[src/rtl/despread_pkg.sv]
package despread_pkg;
  localparam int CODE_LEN = 15;
  localparam int MSG_BITS = 4;
  localparam int LFSR_W   = 4;
  // state {s[n+3],s[n+2],s[n+1],s[n]}, chip = state[0]
  localparam logic [LFSR_W-1:0] LFSR_SEED = 4'b0100;
  localparam logic [LFSR_W-1:0] LFSR_TAPS = 4'b1001;
  localparam int AGREE_MIN = 8;
endpackage

[src/rtl/pn_lfsr.sv]
module pn_lfsr #(
  parameter int                W    = despread_pkg::LFSR_W,
  parameter logic [W-1:0]      SEED = despread_pkg::LFSR_SEED,
  parameter logic [W-1:0]      TAPS = despread_pkg::LFSR_TAPS
) (
  input  logic clk,
  input  logic rst,
  input  logic restart,
  input  logic advance,
  input  logic wrap,
  output logic code_chip
);
  logic [W-1:0] st_q;
  logic [W-1:0] st_eff;
  logic [W-1:0] st_next;

  always_comb begin
    st_eff    = restart ? SEED : st_q;
    code_chip = st_eff[0];
    st_next   = {^(st_eff & TAPS), st_eff[W-1:1]};
  end

  always_ff @(posedge clk) begin
    if (rst) begin
      st_q <= SEED;
    end else if (restart || advance) begin
      if (advance && wrap) st_q <= SEED;
      else if (advance)    st_q <= st_next;
      else                 st_q <= SEED;
    end
  end
endmodule

[src/rtl/seg_tracker.sv]
module seg_tracker #(
  parameter int CHIPS = despread_pkg::CODE_LEN,
  parameter int SEGS  = despread_pkg::MSG_BITS
) (
  input  logic clk,
  input  logic rst,
  input  logic beat,
  input  logic start,
  output logic take,
  output logic seg_end,
  output logic frame_end
);
  localparam int IDX_W = $clog2(CHIPS);
  localparam int SEG_W = (SEGS > 1) ? $clog2(SEGS) : 1;

  logic [IDX_W-1:0] idx_q, idx_eff;
  logic [SEG_W-1:0] seg_q, seg_eff;
  logic             active_q;

  always_comb begin
    idx_eff   = start ? '0 : idx_q;
    seg_eff   = start ? '0 : seg_q;
    take      = beat && (start || active_q);
    seg_end   = (idx_eff == IDX_W'(CHIPS - 1));
    frame_end = seg_end && (seg_eff == SEG_W'(SEGS - 1));
  end

  always_ff @(posedge clk) begin
    if (rst) begin
      idx_q    <= '0;
      seg_q    <= '0;
      active_q <= 1'b0;
    end else if (take) begin
      if (frame_end) begin
        idx_q    <= '0;
        seg_q    <= '0;
        active_q <= 1'b0;
      end else if (seg_end) begin
        idx_q    <= '0;
        seg_q    <= seg_eff + 1'b1;
        active_q <= 1'b1;
      end else begin
        idx_q    <= idx_eff + 1'b1;
        seg_q    <= seg_eff;
        active_q <= 1'b1;
      end
    end
  end
endmodule

[src/rtl/bit_decider.sv]
module bit_decider #(
  parameter int CHIPS  = despread_pkg::CODE_LEN,
  parameter int BITS   = despread_pkg::MSG_BITS,
  parameter int THRESH = despread_pkg::AGREE_MIN
) (
  input  logic            clk,
  input  logic            rst,
  input  logic            take,
  input  logic            restart,
  input  logic            seg_end,
  input  logic            frame_end,
  input  logic            chip_in,
  input  logic            code_chip,
  output logic [BITS-1:0] msg,
  output logic            msg_valid
);
  localparam int CNT_W = $clog2(CHIPS + 1);

  logic [CNT_W-1:0] agree_q, agree_tot;
  logic [BITS-1:0]  sr_q;
  logic             match, bit_dec;

  always_comb begin
    match     = ~(chip_in ^ code_chip);
    agree_tot = (restart ? '0 : agree_q) + CNT_W'(match);
    bit_dec   = (agree_tot >= CNT_W'(THRESH));
  end

  always_ff @(posedge clk) begin
    if (rst) begin
      agree_q   <= '0;
      sr_q      <= '0;
      msg       <= '0;
      msg_valid <= 1'b0;
    end else begin
      msg_valid <= 1'b0;
      if (take) begin
        if (seg_end) begin
          agree_q <= '0;
          sr_q    <= {sr_q[BITS-2:0], bit_dec};
          if (frame_end) begin
            msg       <= {sr_q[BITS-2:0], bit_dec};
            msg_valid <= 1'b1;
          end
        end else begin
          agree_q <= agree_tot;
        end
      end
    end
  end
endmodule

[src/rtl/pn_despreader.sv]
module pn_despreader #(
  parameter int CHIPS  = despread_pkg::CODE_LEN,
  parameter int BITS   = despread_pkg::MSG_BITS,
  parameter int THRESH = despread_pkg::AGREE_MIN
) (
  input  logic            clk,
  input  logic            rst,
  input  logic            chip_in,
  input  logic            chip_valid,
  input  logic            frame_start,
  output logic [BITS-1:0] msg_out,
  output logic            msg_valid
);
  logic take, seg_end, frame_end, code_chip, restart;

  assign restart = chip_valid && frame_start;

  seg_tracker #(.CHIPS(CHIPS), .SEGS(BITS)) u_track (
    .clk(clk), .rst(rst), .beat(chip_valid), .start(frame_start),
    .take(take), .seg_end(seg_end), .frame_end(frame_end)
  );

  pn_lfsr u_code (
    .clk(clk), .rst(rst), .restart(restart), .advance(take),
    .wrap(seg_end), .code_chip(code_chip)
  );

  bit_decider #(.CHIPS(CHIPS), .BITS(BITS), .THRESH(THRESH)) u_dec (
    .clk(clk), .rst(rst), .take(take), .restart(restart),
    .seg_end(seg_end), .frame_end(frame_end), .chip_in(chip_in),
    .code_chip(code_chip), .msg(msg_out), .msg_valid(msg_valid)
  );
endmodule

[config.mk]
export PLATFORM = sky130hd
export DESIGN_NAME = pn_despreader
export DESIGN_NICKNAME = d
export VERILOG_FILES = /design/src/rtl/despread_pkg.sv /design/src/rtl/pn_lfsr.sv /design/src/rtl/seg_tracker.sv /design/src/rtl/bit_decider.sv /design/src/rtl/pn_despreader.sv
export SDC_FILE = /design/constraint.sdc
export NUM_CORES = 1
export LEC_CHECK = 0
export BUFFER_PORTS_ARGS = -buffer_cell sky130_fd_sc_hd__buf_2
export CORE_ASPECT_RATIO = 1.1
export CORE_MARGIN = 1
export CORE_UTILIZATION = 60
export DETAILED_ROUTE_END_ITERATION = 8
export PLACE_DENSITY = 0.8
export SYNTH_ARGS = -nofsm -noshare
export SYNTH_HDL_FRONTEND = slang
export SYNTH_SLANG_ARGS = --single-unit
[constraint.sdc]
create_clock -name clk -period 4.3 [get_ports clk]
set_clock_uncertainty 0.2 [all_clocks]
set_input_delay 1.29 -clock clk [delete_from_list [all_inputs] [get_ports clk]]
set_output_delay 1.29 -clock clk [all_outputs]
set_load 0.01 [all_outputs]
==> key figures <==
Timing
  • WHS: 279 ps
  • Worst-margin pin slew: 687 ps
  • Max-slew violations: 0
  • Setup TNS: 0 ps
  • Endpoints failing setup: 0
  • Maximum clock rate: between 300 and 400 MHz
  • RSZ-0062 raised after global routing: no
  • Period minus WS final: between 2000 and 3000 ps
  • Fin crit share: 66.6%
  • Relative slew slack: approximately 54%
  • Final Hold Viols: 0
  • Worst setup margin: 1440 ps

Status
  • Status: finished with violations
  • Failing checks: DRC

Clock network
  • H-tree Lvls: 1
  • Setup bufs post-CTS: 0
  • Number of buffers created by CTS: 3
  • Clock latency on the worst-skew pair: 310 ps
  • Post-CTS resize count: 0
  • Clk sinks: 23
  • Clock-pin slew on the worst setup and hold paths: 130 ps
  • Clock root cell: clkbuf_4
  • CTS max path bufs: 2
  • Hold Buf Count CTS: 0
  • CTS tree: yes

Min path
  • Hold endpoint: u_code.st_q[0]
  • Hold Crit Class: flip-flop to flip-flop
  • Hold depth: 2
  • Min-delay src: u_code.st_q[1]

GRT
  • Vias in the first global route: 762
  • Gr usage total: 20.9%
  • Initial antenna violation count: 0
  • Pin count of the biggest net entering global routing: 24
  • Global-route wire length before repair: 3170 um
  • GRT overflow: 0

Synthesis
  • YS warnings: 0
  • Post-Syn Instances: 127
  • Adder-Cell Fraction of Synth Area: 5.54%
  • FFs w/ async S/R, synth: 0%
  • Register area share after synthesis: between 40% and 50%
  • Simple-Gate Fraction of Synth Area: 24.8%
  • Largest family of logic cells by synthesized area: simple AND/OR/NAND/NOR gates
  • Post-synthesis mux area share: 7.32%
  • Synth Area in Compound Gates: 15.9%
  • Post-synth EDFFs: 0
  • Post-Syn Area: 0.00113 mm2
  • Syn_nets: 137
  • Post-synth top flop: dfxtp_1
  • Synth cell types: 36
  • XOR/XNOR share of the synthesized area: about 1.6%
  • Avg Inst Size Synth: 8.89 um2
  • Yosys reg bits: 23

Routing
  • Final wirelength: approximately 2100 um
  • Wire per inst: 13.7 um
  • Post-route DRC violation count: 5
  • Via density per instance: about 6.0
  • Via count: between 900 and 1k
  • Number of routed nets with antenna violations: 0
  • Starting DRT DRC Count: 13
  • DRT Pass-1 Iters: 6

Place
  • DP Wirelength: 1460 um
  • Placed Area: 0.00116 mm2
  • Placer Congestion: a little under 0.9
  • Number of port buffers: 9
  • Placed insts: 147
  • Pre-CTS setup slack: 1110 ps

Power and ir drop
  • Internal power: about 0.26 mW
  • Share of power burned in the clock network: 28.9%
  • P_leak: 0.480 nW
  • Worst vdd ir: 182 uV
  • Net Sw Power: ~0.09 mW
  • Sw frac: roughly a quarter
  • Comb pwr share: 8.0%
  • Power Dens Cells: ~290 mW/mm2
  • Reg power frac: 63.1%

Setup path
  • Startpoint types: primary input
  • Crit Path Max Fanout: 17
  • Reg2reg end: u_track.seg_q[0]
  • WP data arrival: 2870 ps
  • R2r startpoint: u_track.idx_q[1]
  • Crit Path Class: primary input to flip-flop
  • Critical path startpoint: frame_start
  • R2R setup slack: 2320 ps
  • CP required: 4310 ps
  • Endpoint class of the critical path: flip-flop
  • FF-to-FF path depth: 6

Cells and area
  • Area grow syn2layout: 5.32%
  • N_diodes: 0
  • Nets: 144
  • Layout cells sized above 1: between 10% and 20%
  • Most frequent cells in the layout: dfxtp_1, nor2_1, a21oi_1
  • Non-Filler Instances: 151
  • Most common cell after layout, fill and taps aside: dfxtp_1
  • Final instance area: 0.00119 mm2

Floorplan
  • Initial Utilization: 63.3%
  • IO Pins: 10
  • DIE HEIGHT: ~47 um
  • Die Span X: 43.4 um
  • Placement row count: 16
  • Core ar.: 0.00178 mm2
  • Die area: 0.00206 mm2

Run
  • Max-cap viol count: 0
registers in the layout, summed over array words and instances, names as in the netlist:
signal,count
u_code.st_q,4
u_dec.agree_q,4
u_dec.msg,4
u_dec.msg_valid,1
u_dec.sr_q,3
u_track.active_q,1
u_track.idx_q,4
u_track.seg_q,2
synthesized netlist by cell type (2+ instances only):
library cell / count / area [um2]
nand2b_1: 2 / 12.5
buf_2: 4 / 20.0
clkbuf_1: 2 / 7.51
dfxtp_1: 23 / 460
inv_1: 3 / 11.3
nand2_1: 7 / 26.3
nor2_1: 16 / 60.1
ha_1: 5 / 62.6
a22oi_1: 5 / 37.5
nor2b_1: 6 / 37.5
nor3b_1: 2 / 15.0
mux2_2: 2 / 22.5
mux2i_1: 6 / 60.1
and2_1: 2 / 12.5
nand3_1: 5 / 25.0
nor3_1: 2 / 10.0
a21oi_1: 13 / 65.1
o21ai_0: 4 / 20.0
stage by stage:
step,utilization [%],power [mW]
floorplan,-,0.247
CTS,66.7,0.351
detailed placement,65.2,0.253
global placement,65.2,0.252
finish,66.7,0.350
global route,66.7,0.364
metal layers:
| metal | vias up | GRT usage (%) | share of wire, % |
|---|---|---|---|
| met5 | - | 0 | 0 |
| met4 | 0 | 11.9 | 2.0 |
| met3 | 4 | 2.64 | 2.4 |
| met2 | 12 | 36.4 | 49 |
| met1 | 431 | 25.6 | 47 |
| li1 | 456 | - | - |
worst max-delay path: stages:
cell,delay (ps)
buf_2,260
nand2_1,240
nand2_1,140
xor2_1,160
ha_1,190
nand3_1,90
mux2_2,300
mux2i_1,160
nor2_1,50
final cells by class:
type	count	area (um2)
Inverter	3	11.3
Multi-Input combinational cell	94	622
Timing Repair Buffer	9	45.0
Fill cell	146	593
Tap cell	18	22.5
Clock inverter	1	5.00
Sequential cell	23	460
Clock buffer	3	22.5
power by group through the flow:
| stage | combinational, mW | sequential, mW | clock [mW] |
|---|---|---|---|
| after floorplan | 0.0229 | 0.224 | 0 |
| after global placement | 0.0270 | 0.225 | 0 |
| after detailed placement | 0.0275 | 0.225 | 0 |
| after CTS | 0.0277 | 0.221 | 0.103 |
| after global routing | 0.0316 | 0.221 | 0.111 |
| final | 0.0278 | 0.221 | 0.101 |
cell families after synthesis:
logic type | after synthesis
AND/OR/NAND/NOR | 50
AO/OA/AOI/OAI | 29
flip-flops | 23
buffers and inverters | 10
multiplexers | 8
adder cells (fa/ha/maj) | 5
XOR/XNOR | 2
how the worst max path moves through the flow:
stage,to,cells after the start
finish,u_dec.msg[0],9
global route,u_dec.msg[0],9
CTS,u_dec.msg[0],9
detailed placement,u_dec.agree_q[3],9
global placement,u_dec.agree_q[3],8
floorplan,u_track.seg_q[0],8
Power figures use the tool's default switching activity.
